File: src/rtl/jdp_pkg.sv
package jdp_pkg;
  typedef enum logic [3:0] {
    ST_TLR      = 4'h0,
    ST_IDLE     = 4'h1,
    ST_SEL_DR   = 4'h2,
    ST_CAP_DR   = 4'h3,
    ST_SHIFT_DR = 4'h4,
    ST_EXIT1_DR = 4'h5,
    ST_PAUSE_DR = 4'h6,
    ST_EXIT2_DR = 4'h7,
    ST_UPD_DR   = 4'h8,
    ST_SEL_IR   = 4'h9,
    ST_CAP_IR   = 4'hA,
    ST_SHIFT_IR = 4'hB,
    ST_EXIT1_IR = 4'hC,
    ST_PAUSE_IR = 4'hD,
    ST_EXIT2_IR = 4'hE,
    ST_UPD_IR   = 4'hF
  } tap_state_t;

  localparam int IR_W = 4;
  localparam logic [IR_W-1:0] OP_BYPASS  = 4'b1111;
  localparam logic [IR_W-1:0] OP_IDENT   = 4'b1110;
  localparam logic [IR_W-1:0] OP_DPXS    = 4'b1010;
  localparam logic [IR_W-1:0] OP_APXS    = 4'b1011;
  localparam logic [IR_W-1:0] OP_ABORT   = 4'b1000;
  localparam logic [IR_W-1:0] IR_CAPTURE = 4'b0001;

  localparam int ACK_W = 3;
  localparam logic [ACK_W-1:0] ACK_WAIT = 3'b001;
  localparam logic [ACK_W-1:0] ACK_OK   = 3'b010;

  typedef enum logic [1:0] {SEL_BYP, SEL_ID, SEL_ACC, SEL_ABT} dr_sel_t;
endpackage

File: src/rtl/jdp_tap_fsm.sv
module jdp_tap_fsm
  import jdp_pkg::*;
(
  input  logic       tck,
  input  logic       trst,
  input  logic       tms,
  output tap_state_t state
);
  tap_state_t nxt;

  always_comb begin
    case (state)
      ST_TLR:      nxt = tms ? ST_TLR      : ST_IDLE;
      ST_IDLE:     nxt = tms ? ST_SEL_DR   : ST_IDLE;
      ST_SEL_DR:   nxt = tms ? ST_SEL_IR   : ST_CAP_DR;
      ST_CAP_DR:   nxt = tms ? ST_EXIT1_DR : ST_SHIFT_DR;
      ST_SHIFT_DR: nxt = tms ? ST_EXIT1_DR : ST_SHIFT_DR;
      ST_EXIT1_DR: nxt = tms ? ST_UPD_DR   : ST_PAUSE_DR;
      ST_PAUSE_DR: nxt = tms ? ST_EXIT2_DR : ST_PAUSE_DR;
      ST_EXIT2_DR: nxt = tms ? ST_UPD_DR   : ST_SHIFT_DR;
      ST_UPD_DR:   nxt = tms ? ST_SEL_DR   : ST_IDLE;
      ST_SEL_IR:   nxt = tms ? ST_TLR      : ST_CAP_IR;
      ST_CAP_IR:   nxt = tms ? ST_EXIT1_IR : ST_SHIFT_IR;
      ST_SHIFT_IR: nxt = tms ? ST_EXIT1_IR : ST_SHIFT_IR;
      ST_EXIT1_IR: nxt = tms ? ST_UPD_IR   : ST_PAUSE_IR;
      ST_PAUSE_IR: nxt = tms ? ST_EXIT2_IR : ST_PAUSE_IR;
      ST_EXIT2_IR: nxt = tms ? ST_UPD_IR   : ST_SHIFT_IR;
      ST_UPD_IR:   nxt = tms ? ST_SEL_DR   : ST_IDLE;
      default:     nxt = ST_TLR;
    endcase
  end

  always_ff @(posedge tck) begin
    if (trst) state <= ST_TLR;
    else      state <= nxt;
  end
endmodule

File: src/rtl/jdp_ir.sv
module jdp_ir
  import jdp_pkg::*;
(
  input  logic            tck,
  input  logic            trst,
  input  tap_state_t      state,
  input  logic            tdi,
  output logic [IR_W-1:0] ir_q,
  output logic            ir_out
);
  logic [IR_W-1:0] sr;

  always_ff @(posedge tck) begin
    if (trst) begin
      sr   <= IR_CAPTURE;
      ir_q <= OP_IDENT;
    end else begin
      case (state)
        ST_CAP_IR:   sr   <= IR_CAPTURE;
        ST_SHIFT_IR: sr   <= {tdi, sr[IR_W-1:1]};
        ST_UPD_IR:   ir_q <= sr;
        ST_TLR:      ir_q <= OP_IDENT;
        default: ;
      endcase
    end
  end

  assign ir_out = sr[0];
endmodule

File: src/rtl/jdp_dr_chain.sv
module jdp_dr_chain
  import jdp_pkg::*;
#(
  parameter int              DATA_W   = 32,
  parameter int              ACC_W    = 35,
  parameter int              ABT_W    = 32,
  parameter logic [DATA_W-1:0] ID_VALUE = 32'h3BA0_0477
) (
  input  logic              tck,
  input  logic              trst,
  input  tap_state_t        state,
  input  logic [IR_W-1:0]   ir_q,
  input  logic              tdi,
  input  logic [DATA_W-1:0] cap_data,
  input  logic [ACK_W-1:0]  cap_ack,
  output logic [ACC_W-1:0]  sr
);
  localparam int ID_W = DATA_W;

  dr_sel_t          sel;
  logic [ACC_W-1:0] cap_val;
  logic [ACC_W-1:0] shifted;

  always_comb begin
    case (ir_q)
      OP_IDENT:          sel = SEL_ID;
      OP_DPXS, OP_APXS:  sel = SEL_ACC;
      OP_ABORT:          sel = SEL_ABT;
      default:           sel = SEL_BYP;
    endcase
  end

  always_comb begin
    case (sel)
      SEL_ID:  cap_val = ACC_W'(ID_VALUE);
      SEL_ACC: cap_val = ACC_W'({cap_data, cap_ack});
      default: cap_val = '0;
    endcase
  end

  // serial entry point depends on the selected register length
  always_comb begin
    shifted = sr >> 1;
    case (sel)
      SEL_ID:  shifted[ID_W-1]  = tdi;
      SEL_ACC: shifted[ACC_W-1] = tdi;
      SEL_ABT: shifted[ABT_W-1] = tdi;
      default: shifted[0]       = tdi;
    endcase
  end

  always_ff @(posedge tck) begin
    if (trst)                    sr <= '0;
    else if (state == ST_CAP_DR) sr <= cap_val;
    else if (state == ST_SHIFT_DR) sr <= shifted;
  end
endmodule

File: src/rtl/jdp_dp_bank.sv
module jdp_dp_bank
  import jdp_pkg::*;
#(
  parameter int DATA_W = 32,
  parameter int ADDR_W = 2,
  parameter int ACC_W  = 35
) (
  input  logic              tck,
  input  logic              trst,
  input  logic              cap_acc,
  input  logic              upd_dp,
  input  logic              upd_ap,
  input  logic              upd_abort,
  input  logic [ACC_W-1:0]  dr_in,
  input  logic              ap_rsp_valid,
  input  logic [DATA_W-1:0] ap_rsp_rdata,
  output logic [DATA_W-1:0] cap_data,
  output logic [ACK_W-1:0]  cap_ack,
  output logic              ap_req_valid,
  output logic              ap_req_write,
  output logic [ADDR_W-1:0] ap_req_addr,
  output logic [DATA_W-1:0] ap_req_wdata,
  output logic              ap_abort,
  output logic              pending
);
  localparam logic [ADDR_W-1:0] A_RSVD = ADDR_W'(0);
  localparam logic [ADDR_W-1:0] A_CTRL = ADDR_W'(1);
  localparam logic [ADDR_W-1:0] A_SEL  = ADDR_W'(2);

  logic [DATA_W-1:0] ctrl_q, sel_q, rdbuf_q, last_q, rd_mux;
  logic              stall_q, pend_rd_q;
  logic [DATA_W-1:0] wdata;
  logic [ADDR_W-1:0] addr;
  logic              rd;

  assign wdata = dr_in[ACC_W-1 -: DATA_W];
  assign addr  = dr_in[ADDR_W:1];
  assign rd    = dr_in[0];

  assign cap_data = last_q;
  assign cap_ack  = pending ? ACK_WAIT : ACK_OK;

  always_comb begin
    case (addr)
      A_RSVD:  rd_mux = '0;
      A_CTRL:  rd_mux = ctrl_q;
      A_SEL:   rd_mux = sel_q;
      default: rd_mux = rdbuf_q;
    endcase
  end

  always_ff @(posedge tck) begin
    if (trst) begin
      ctrl_q       <= '0;
      sel_q        <= '0;
      rdbuf_q      <= '0;
      last_q       <= '0;
      stall_q      <= 1'b0;
      pend_rd_q    <= 1'b0;
      pending      <= 1'b0;
      ap_req_valid <= 1'b0;
      ap_req_write <= 1'b0;
      ap_req_addr  <= '0;
      ap_req_wdata <= '0;
      ap_abort     <= 1'b0;
    end else begin
      ap_req_valid <= 1'b0;
      ap_abort     <= 1'b0;
      if (cap_acc) stall_q <= pending;
      if (ap_rsp_valid && pending) begin
        pending <= 1'b0;
        if (pend_rd_q) begin
          rdbuf_q <= ap_rsp_rdata;
          last_q  <= ap_rsp_rdata;
        end
      end
      if (upd_dp && !stall_q) begin
        if (rd) last_q <= rd_mux;
        else if (addr == A_CTRL) ctrl_q <= wdata;
        else if (addr == A_SEL)  sel_q  <= wdata;
      end
      if (upd_ap && !stall_q) begin
        ap_req_valid <= 1'b1;
        ap_req_write <= !rd;
        ap_req_addr  <= addr;
        ap_req_wdata <= wdata;
        pending      <= 1'b1;
        pend_rd_q    <= rd;
      end
      if (upd_abort && dr_in[0]) begin
        ap_abort <= 1'b1;
        pending  <= 1'b0;
      end
    end
  end
endmodule

File: src/rtl/jdp_port.sv
module jdp_port
  import jdp_pkg::*;
#(
  parameter int                DATA_W   = 32,
  parameter int                ADDR_W   = 2,
  parameter int                ABT_W    = 32,
  parameter logic [DATA_W-1:0] ID_VALUE = 32'h3BA0_0477
) (
  input  logic              tck,
  input  logic              trst,
  input  logic              tms,
  input  logic              tdi,
  output logic              tdo,
  output logic              tdo_en,
  output logic              ap_req_valid,
  output logic              ap_req_write,
  output logic [ADDR_W-1:0] ap_req_addr,
  output logic [DATA_W-1:0] ap_req_wdata,
  input  logic              ap_rsp_valid,
  input  logic [DATA_W-1:0] ap_rsp_rdata,
  output logic              ap_abort
);
  localparam int ACC_W = DATA_W + ADDR_W + 1;

  tap_state_t        tap_state;
  logic [IR_W-1:0]   ir_q;
  logic              ir_out;
  logic [ACC_W-1:0]  dr_sr;
  logic [DATA_W-1:0] cap_data;
  logic [ACK_W-1:0]  cap_ack;
  logic              ap_pending;
  logic              is_acc;

  assign is_acc = (ir_q == OP_DPXS) || (ir_q == OP_APXS);

  jdp_tap_fsm u_tap (
    .tck(tck), .trst(trst), .tms(tms), .state(tap_state)
  );

  jdp_ir u_ir (
    .tck(tck), .trst(trst), .state(tap_state), .tdi(tdi),
    .ir_q(ir_q), .ir_out(ir_out)
  );

  jdp_dr_chain #(
    .DATA_W(DATA_W), .ACC_W(ACC_W), .ABT_W(ABT_W), .ID_VALUE(ID_VALUE)
  ) u_dr (
    .tck(tck), .trst(trst), .state(tap_state), .ir_q(ir_q), .tdi(tdi),
    .cap_data(cap_data), .cap_ack(cap_ack), .sr(dr_sr)
  );

  jdp_dp_bank #(
    .DATA_W(DATA_W), .ADDR_W(ADDR_W), .ACC_W(ACC_W)
  ) u_bank (
    .tck(tck), .trst(trst),
    .cap_acc(tap_state == ST_CAP_DR && is_acc),
    .upd_dp(tap_state == ST_UPD_DR && ir_q == OP_DPXS),
    .upd_ap(tap_state == ST_UPD_DR && ir_q == OP_APXS),
    .upd_abort(tap_state == ST_UPD_DR && ir_q == OP_ABORT),
    .dr_in(dr_sr),
    .ap_rsp_valid(ap_rsp_valid), .ap_rsp_rdata(ap_rsp_rdata),
    .cap_data(cap_data), .cap_ack(cap_ack),
    .ap_req_valid(ap_req_valid), .ap_req_write(ap_req_write),
    .ap_req_addr(ap_req_addr), .ap_req_wdata(ap_req_wdata),
    .ap_abort(ap_abort), .pending(ap_pending)
  );

  // serial output is launched on the falling edge
  always_ff @(negedge tck) begin
    if (trst) begin
      tdo    <= 1'b0;
      tdo_en <= 1'b0;
    end else begin
      tdo_en <= (tap_state == ST_SHIFT_IR) || (tap_state == ST_SHIFT_DR);
      if (tap_state == ST_SHIFT_IR)      tdo <= ir_out;
      else if (tap_state == ST_SHIFT_DR) tdo <= dr_sr[0];
      else                               tdo <= 1'b0;
    end
  end
endmodule

File: config.mk
export PLATFORM = sky130hd
export DESIGN_NAME = jdp_port
export DESIGN_NICKNAME = d
export VERILOG_FILES = /design/src/rtl/jdp_pkg.sv /design/src/rtl/jdp_tap_fsm.sv /design/src/rtl/jdp_ir.sv /design/src/rtl/jdp_dr_chain.sv /design/src/rtl/jdp_dp_bank.sv /design/src/rtl/jdp_port.sv
export SDC_FILE = /design/constraint.sdc
export NUM_CORES = 1
export LEC_CHECK = 0
export ABC_AREA = 1
export BUFFER_PORTS_ARGS = -buffer_cell sky130_fd_sc_hd__buf_2
export CORE_UTILIZATION = 35
export DETAILED_ROUTE_END_ITERATION = 10
export GPL_TIMING_DRIVEN = 1
export SETUP_SLACK_MARGIN = 0.05
export SKIP_CTS_REPAIR_TIMING = 1
export SLEW_MARGIN = 10
export SYNTH_ARGS = -nofsm -noshare
export SYNTH_HDL_FRONTEND = slang
export SYNTH_SLANG_ARGS = --single-unit
File: constraint.sdc
create_clock -name tck -period 1.95 [get_ports tck]
set_input_delay 0.195 -clock tck [delete_from_list [all_inputs] [get_ports tck]]
set_output_delay 0.195 -clock tck [all_outputs]
set_load 0.01 [all_outputs]
After elaboration in Yosys (flattened, before gate mapping)
Cells that the tools add are included.

word-level totals
  register bits after elaboration = 217
  bits of input ports = 37
  output and inout bits = 39
  logic and storage cells = 106

cells by class
  equality and inequality tests = 24
  mux-type cells = 34
  bitwise logic cells = 2
  reductions and logical operators = 28

operators by type and width
  operator                                                         number
  32-bit 2-to-1 mux                                                4
  32-bit one-hot mux with 3 select lines                           1
  35-bit 2-to-1 mux                                                2
  35-bit one-hot mux with 2 select lines                           1
  4-bit == test, second input constant                             12
  4-bit one-hot mux with 12 select lines                           1
  4-bit by 3-bit == test with 1-bit output, second input constant  4
  4-bit 2-to-1 mux                                                 4
  4-bit one-hot mux with 2 select lines                            2
  1-bit 2-to-1 mux                                                 12
  2-bit OR reduction                                               5
  4-bit by 2-bit == test with 1-bit output, second input constant  2
  1-bit logical AND                                                8
  2-bit 2-to-1 mux                                                 4
  2-bit nonzero test                                               4
  2-bit == test, second input constant                             3
  3-bit 2-to-1 mux                                                 2
  2-bit one-hot mux with 3 select lines                            1
  3-bit OR reduction                                               2
  2-bit by 1-bit == test with 1-bit output, second input constant  2
  4-bit by 1-bit == test with 1-bit output, second input constant  1
  4-bit logical NOT                                                1
  4-bit AND reduction                                              1
  3-bit AND reduction                                              1
  5 further kinds                                                  8

Depth between registers and ports, before layout
Gate-level depths: netlist of run 1.

  depth in word-level cells = 8
  mapped depth = 12
  mapped depth without buffers = 12

By module
A second synthesis of run 1 with hierarchy kept.

second synthesis, totals
  cell total of the unflattened synthesis = 1,500
  area total of the unflattened synthesis = 10,171.0 sq um

modules (own cells, without submodules)
  module        times used  cells each  area each (sq um)
  jdp_dp_bank   1           1,057       7,320.8
  jdp_dr_chain  1           301         1,949.4
  jdp_tap_fsm   1           64          391.6
  jdp_ir        1           51          352.8
  jdp_port      1           27          156.4

==> flow_summary.ini, run 1 <==
[status]
status = finished, violations left
violations = negative hold slack, negative setup slack

[setup_path]
cp.required_ps = 1750
r2r_end = tdo$_SDFF_NP0_
timing.rr.start = u_tap.state[2]$_SDFF_PP0_
crit_fanout = 1
worstSetupPathType = flip-flop to output port
path_delay_family = flip-flops
cp-start-kind = flip-flop
crit_arrival_ps = 1970
cp_num_buf_inv = 1
crit_chain = buf_6
end_kind = output port
reg2reg_slack_ps = 70
crit_path_top_delay_cell = dfxtp_2
reg2reg_depth = 6
critical_path.max_stage_delay_ps = 310

[global_route]
grt_usage = 0.191
grt_max_degree = 96
grt_first_pass_wirelength_um = 43500
grt_overflow = 0
antenna_found_initial = 0
grt_pass1_vias = 8264

[detailed_routing]
wire_per_inst_um = 14.5
finalWirelength_um = 27300
vias = 9099
drtIter0Drc = 688
ant_nets = 0
viasPerCell = 4.83
route.detailed.drc = 0
drtPass1Iterations = 7

[clocking]
cts-root-buf = clkbuf_16
worstSkewPairLatency_ps = 570
cts_buffer_depth = 3
clkTransAtPathRegs_ps = 60
cts_buffers = 25
htreeDepth = 1
cts_tree = yes
cts.sinks = 217

[floorplanning]
die_w_um = 168
pin_count = 76
die_h_um = 168
rows = 60
dieArea_mm2 = 0.0282
initial_core_util = 0.357
core_area_mm2 = 0.0270

[yosys]
synth_area_leaders = dfxtp_1 (45%), nand2_1 (15%), nor2_1 (12%), o21ai_0 (6.8%), inv_1 (4.7%)
yosysTopAreaCellShare = 0.451
syn_area_per_cell_um2 = 6.71
synth_seq_cells = 217
syn_nets = 1476
synth-edff-count = 0
async_flop_share = 0
netlist_instances = 1436
yosys.area.top_type = dfxtp_1
yosys_most_used_dff = dfxtp_1
syn_area_mm2 = 0.00963
ys_seq_area_frac = 0.451
yosysUniqueCellTypes = 27
yosys_warnings = 0

[min_path]
hold_end = u_bank.rdbuf_q[27]$_SDFFE_PP0P_
hp-start = ap_rsp_rdata[27]
hold_depth = 3
min_path_type = input pin to flip-flop

[final_layout]
mostFrequentLayoutCells = nand2_1 (386), nor2_1 (314), dfxtp_1 (208)
multi_input_area_mm2 = 0.00440
final_common_cell = nand2_1
layout.nets = 1563
fill_cells = 2795
diodes = 0
regArea_mm2 = 0.00436
syn_to_final_growth_pct = 20.2
drive_above_1_share = 0.131

[timing]
setup_violations = 2
postLayoutSetupSlackWorst_ps = -216
clock_skew_ps = 58.1
finalHoldViolCount = 5
worst_pin_slew_ps = 658
hold_ws_ps = -22.8
timing.final.max_slew_violations = 0
rsz0062_at_grt = yes
slew_headroom = 0.561
setup_tns_ps = -428

[power]
seqPwrFrac = 0.455
ir_worst_vdd_uv = 511
p_int_mw = 7.66
leakage_nw = 5.31
comb_power_share = 0.052
clockPowerShare = 0.493
switching_power_mw = 2.29
powerDensity_mw_per_mm2 = 860
power_switching_share = 0.230

[place]
port-buffer-count = 75
hpwlAfterDp_um = 16600
gp_congestion = 0.854
place_ws_ps = 28.8

[flow_run]
maxCapViolCount = 0
## cell usage after synthesis (2+ instances only)
| master | instances |
|---|---|
| buf_6 | 15 |
| dfxtp_1 | 217 |
| buf_1 | 4 |
| nand2_2 | 5 |
| inv_1 | 120 |
| buf_2 | 29 |
| clkinv_1 | 3 |
| ha_1 | 3 |
| o211ai_1 | 21 |
| nand4_1 | 2 |
| inv_2 | 6 |
| o21ai_0 | 131 |
| nor2_2 | 5 |
| nand2_1 | 390 |
| a21oi_1 | 77 |
| nor2_4 | 5 |
| clkbuf_1 | 30 |
| nor2_1 | 317 |
| nand3_1 | 16 |
| o22ai_1 | 15 |
| nand3_4 | 2 |
| o21ai_1 | 18 |
## worst max path at each step
stage,start,to,slack (ps),depth (start not counted)
global placement,u_tap.state[2]$_SDFF_PP0_,tdo$_SDFF_NP0_,50,6
detailed placement,u_tap.state[0]$_SDFF_PP0_,tdo$_SDFF_NP0_,30,6
floorplan,u_tap.state[1]$_SDFF_PP0_,tdo_en$_SDFF_NP0_,40,5
global route,tdo_en$_SDFF_NP0_,tdo_en,-240,1
CTS,tdo_en$_SDFF_NP0_,tdo_en,-250,1
finish,tdo_en$_SDFF_NP0_,tdo_en,-220,1
## worst register-to-register path, delay by kind of cell (launching register included)
kind / cells / cell delay [ps]
AOI/OAI and AO/OA: 1 / 140
DFF: 1 / 380
and+or+nand+nor: 3 / 230
buffers and inverters: 2 / 140
## metal layers
| layer | part of all wire | routed length, µm | vias to the layer above | track usage |
|---|---|---|---|---|
| li1 | - | - | 4649 | - |
| met1 | 0.48 | 13100 | 4203 | 0.257 |
| met2 | 0.46 | 12500 | 204 | 0.317 |
| met3 | 0.041 | 1130 | 43 | 0.0277 |
| met4 | 0.022 | 614 | 0 | 0.0562 |
| met5 | 0 | 0 | - | 0 |
## power groups by stage
stage                     registers (mW)  clock network [mW]  logic, mW
after global routing                4.53                5.18      0.573
after detailed placement            4.62             0.00964      0.466
after floorplan                     4.60             0.00964      0.292
after CTS                           4.53                4.98      0.468
after global placement              4.62             0.00964      0.462
final                               4.53                4.90      0.517
## area by class of cell
type | instances | share of cell area
timing repair buffer | 138 | 0.0878
clock buffer | 36 | 0.0693
tap | 341 | 0.0369
sequential | 217 | 0.377
multi-input combinational | 1011 | 0.380
clock inverter | 11 | 0.00724
inverter | 128 | 0.0420
## kinds of logic after synthesis
| logic type | Yosys count | share of synthesized area |
|---|---|---|
| and+or+nand+nor | 745 | 0.304 |
| AOI/OAI and AO/OA | 263 | 0.144 |
| DFF | 217 | 0.451 |
| buffers and inverters | 208 | 0.0969 |
| adders and majority gates | 3 | 0.00390 |
## state kept, by name, indices dropped and copies added, names as in the netlist
register and cells:
tdo 1, tdo_en 1, u_bank.ap_abort 1, u_bank.ap_req_addr 2
u_bank.ap_req_valid 1, u_bank.ap_req_wdata 32, u_bank.ap_req_write 1, u_bank.cap_data 32
u_bank.ctrl_q 32, u_bank.pend_rd_q 1, u_bank.pending 1, u_bank.rdbuf_q 32
u_bank.sel_q 32, u_bank.stall_q 1, u_dr.sr 35, u_ir.ir_q 4
u_ir.sr 4, u_tap.state 4
## per-stage QoR
stage	instances	power, mW	hold WS [ps]	area, µm²	util
6_report	1882	9.95	-22.8	11600	0.429
3_5_place_dp	1811	5.10	453	10400	0.385
3_3_place_gp	1811	5.10	447	10400	0.385
4_1_cts	1857	9.98	-60.9	11300	0.418
5_1_grt	1882	10.3	0.498	11600	0.429
2_1_floorplan	1436	4.90	335	9670	-
(Power assumes the default switching activity.)
==> run 2, diff against run 1 <==
--- a/config.mk
+++ b/config.mk
@@ -10,6 +10,7 @@
 export CORE_UTILIZATION = 35
 export DETAILED_ROUTE_END_ITERATION = 10
 export GPL_TIMING_DRIVEN = 1
+export PLACE_DENSITY = 0.48
 export SETUP_SLACK_MARGIN = 0.05
 export SKIP_CTS_REPAIR_TIMING = 1
 export SLEW_MARGIN = 10
==> flow_summary.ini, run 2 (same netlist as run 1, synthesis figures left out) <==
[global_route]
busiest_layer = met2
grt_max_degree = 68
grt_overflow = 0
grt_use_met3 = 0.0242
antenna_found_initial = 1
grt_first_pass_wirelength_um = 45600
grt_util_met2 = 0.342
use_met1 = 0.273
grt_pass1_vias = 8489
grt_usage = 0.203

[place]
hpwlAfterDp_um = 17700
dpl_cell_area_mm2 = 0.0104
gp_congestion = 0.834
port-buffer-count = 75
place_ws_ps = 11.7
dp_cells = 1819

[min_path]
hp-start = ap_rsp_rdata[20]
min_path_type = input pin to flip-flop

[detailed_routing]
vias = 8995
drtPass1Iterations = 5
ant_nets = 0
finalWirelength_um = 28500
drtIter0Drc = 547
viasPerCell = 4.74
route.detailed.drc = 0
wire_per_inst_um = 15.0

[setup_path]
cp.required_ps = 1750
crit_path_top_delay_cell = dfxtp_2
crit_chain = buf_6
worstSetupPathType = flip-flop to output port
path_delay_family = flip-flops
crit_arrival_ps = 1950
cp-start-kind = flip-flop
end_kind = output port
cp_num_buf_inv = 1
critical_path.max_stage_delay_ps = 310
cp-startpoint = tdo$_SDFF_NP0_
timing.rr.start = u_tap.state[2]$_SDFF_PP0_
crit_fanout = 1

[power]
comb_power_share = 0.055
ir_worst_vdd_uv = 700
clockPowerShare = 0.477
leakage_nw = 5.34
power_mw = 9.68
seqPwrFrac = 0.468
powerDensity_mw_per_mm2 = 833
switching_power_mw = 2.27
power_switching_share = 0.235
p_int_mw = 7.40

[final_layout]
fill_cells = 2907
drive_above_1_share = 0.134
final_cells = 1897
largest_reg_flops = 35
syn_to_final_growth_pct = 20.7
mostFrequentLayoutCells = nand2_1 (386), nor2_1 (315), dfxtp_1 (209)
final_common_cell = nand2_1
layout.nets = 1580
regMostFlops = u_dr.sr
final_cell_area_mm2 = 0.0116
diodes = 0

[timing]
worst_pin_slew_ps = 583
timing.final.max_slew_violations = 0
setup_violations = 2
clock_skew_ps = 49.3
finalHoldViolCount = 4
rsz0062_at_grt = yes
hold_ws_ps = -23.0
setup_tns_ps = -397
postLayoutSetupSlackWorst_ps = -199
slew_headroom = 0.611

[status]
status = finished, violations left
violations = negative hold slack, negative setup slack

[floorplanning]
pin_count = 76
dieArea_mm2 = 0.0282
die_h_um = 168
core_area_mm2 = 0.0270
rows = 60
die_w_um = 168
initial_core_util = 0.357

[clocking]
worstSkewPairLatency_ps = 560
cts.sinks = 217
cts-root-buf = clkbuf_16
clkTransAtPathRegs_ps = 60
htreeDepth = 1
cts_buffer_depth = 3
cts_buffers = 26
cts_tree = yes

[flow_run]
maxCapViolCount = 0
-- run 2: changes by cell type in the layout (fill, tap and decap cells not counted), sizes merged --
cell / previous run / this run
buf: 114 / 128
inv: 130 / 127
dlygate4sd3: 24 / 26
clkbuf: 36 / 37
clkinvlp: 0 / 1
-- run 2: metrics by stage --
step / hold WS [ps] / utilization
3_3_place_gp: 448 / 0.388
2_1_floorplan: 335 / -
3_5_place_dp: 451 / 0.388
5_1_grt: 0.724 / 0.431
4_1_cts: -75.7 / 0.417
6_report: -23.0 / 0.431
-- run 2: power by group through the flow --
stage / clock, mW / combinational, mW / sequential [mW]
2_1_floorplan: 0.00964 / 0.292 / 4.60
3_3_place_gp: 0.00964 / 0.483 / 4.63
3_5_place_dp: 0.00964 / 0.483 / 4.62
4_1_cts: 4.74 / 0.485 / 4.53
5_1_grt: 4.92 / 0.598 / 4.53
6_report: 4.62 / 0.533 / 4.53
-- run 2: area by class of cell --
type,instances,area (µm²),area share
multi-input cells,1011,4390,0.378
repair buffers,154,1150,0.0988
well taps,341,427,0.0367
clock buffers,37,733,0.0631
clock inverters,9,70.1,0.00603
flip-flops and latches,217,4360,0.375
inverters,128,488,0.0420
-- run 2: routing by layer --
layer | vias up | part of all wire
met2 | 173 | 0.46
met1 | 4091 | 0.48
met5 | - | 0
met4 | 0 | 0.023
met3 | 46 | 0.042
li1 | 4685 | -
-- run 2: worst paths after layout --
| path | to | slack [ps] | cells past startpoint |
|---|---|---|---|
| hold / removal | u_bank.rdbuf_q[20]$_SDFFE_PP0P_ | -20 | 3 |
| hold reg to reg | u_dr.sr[13]$_SDFFE_PP0P_ | 450 | 2 |
| setup reg to reg | tdo_en$_SDFF_NP0_ | 80 | 5 |
| setup / recovery | tdo | -200 | 1 |
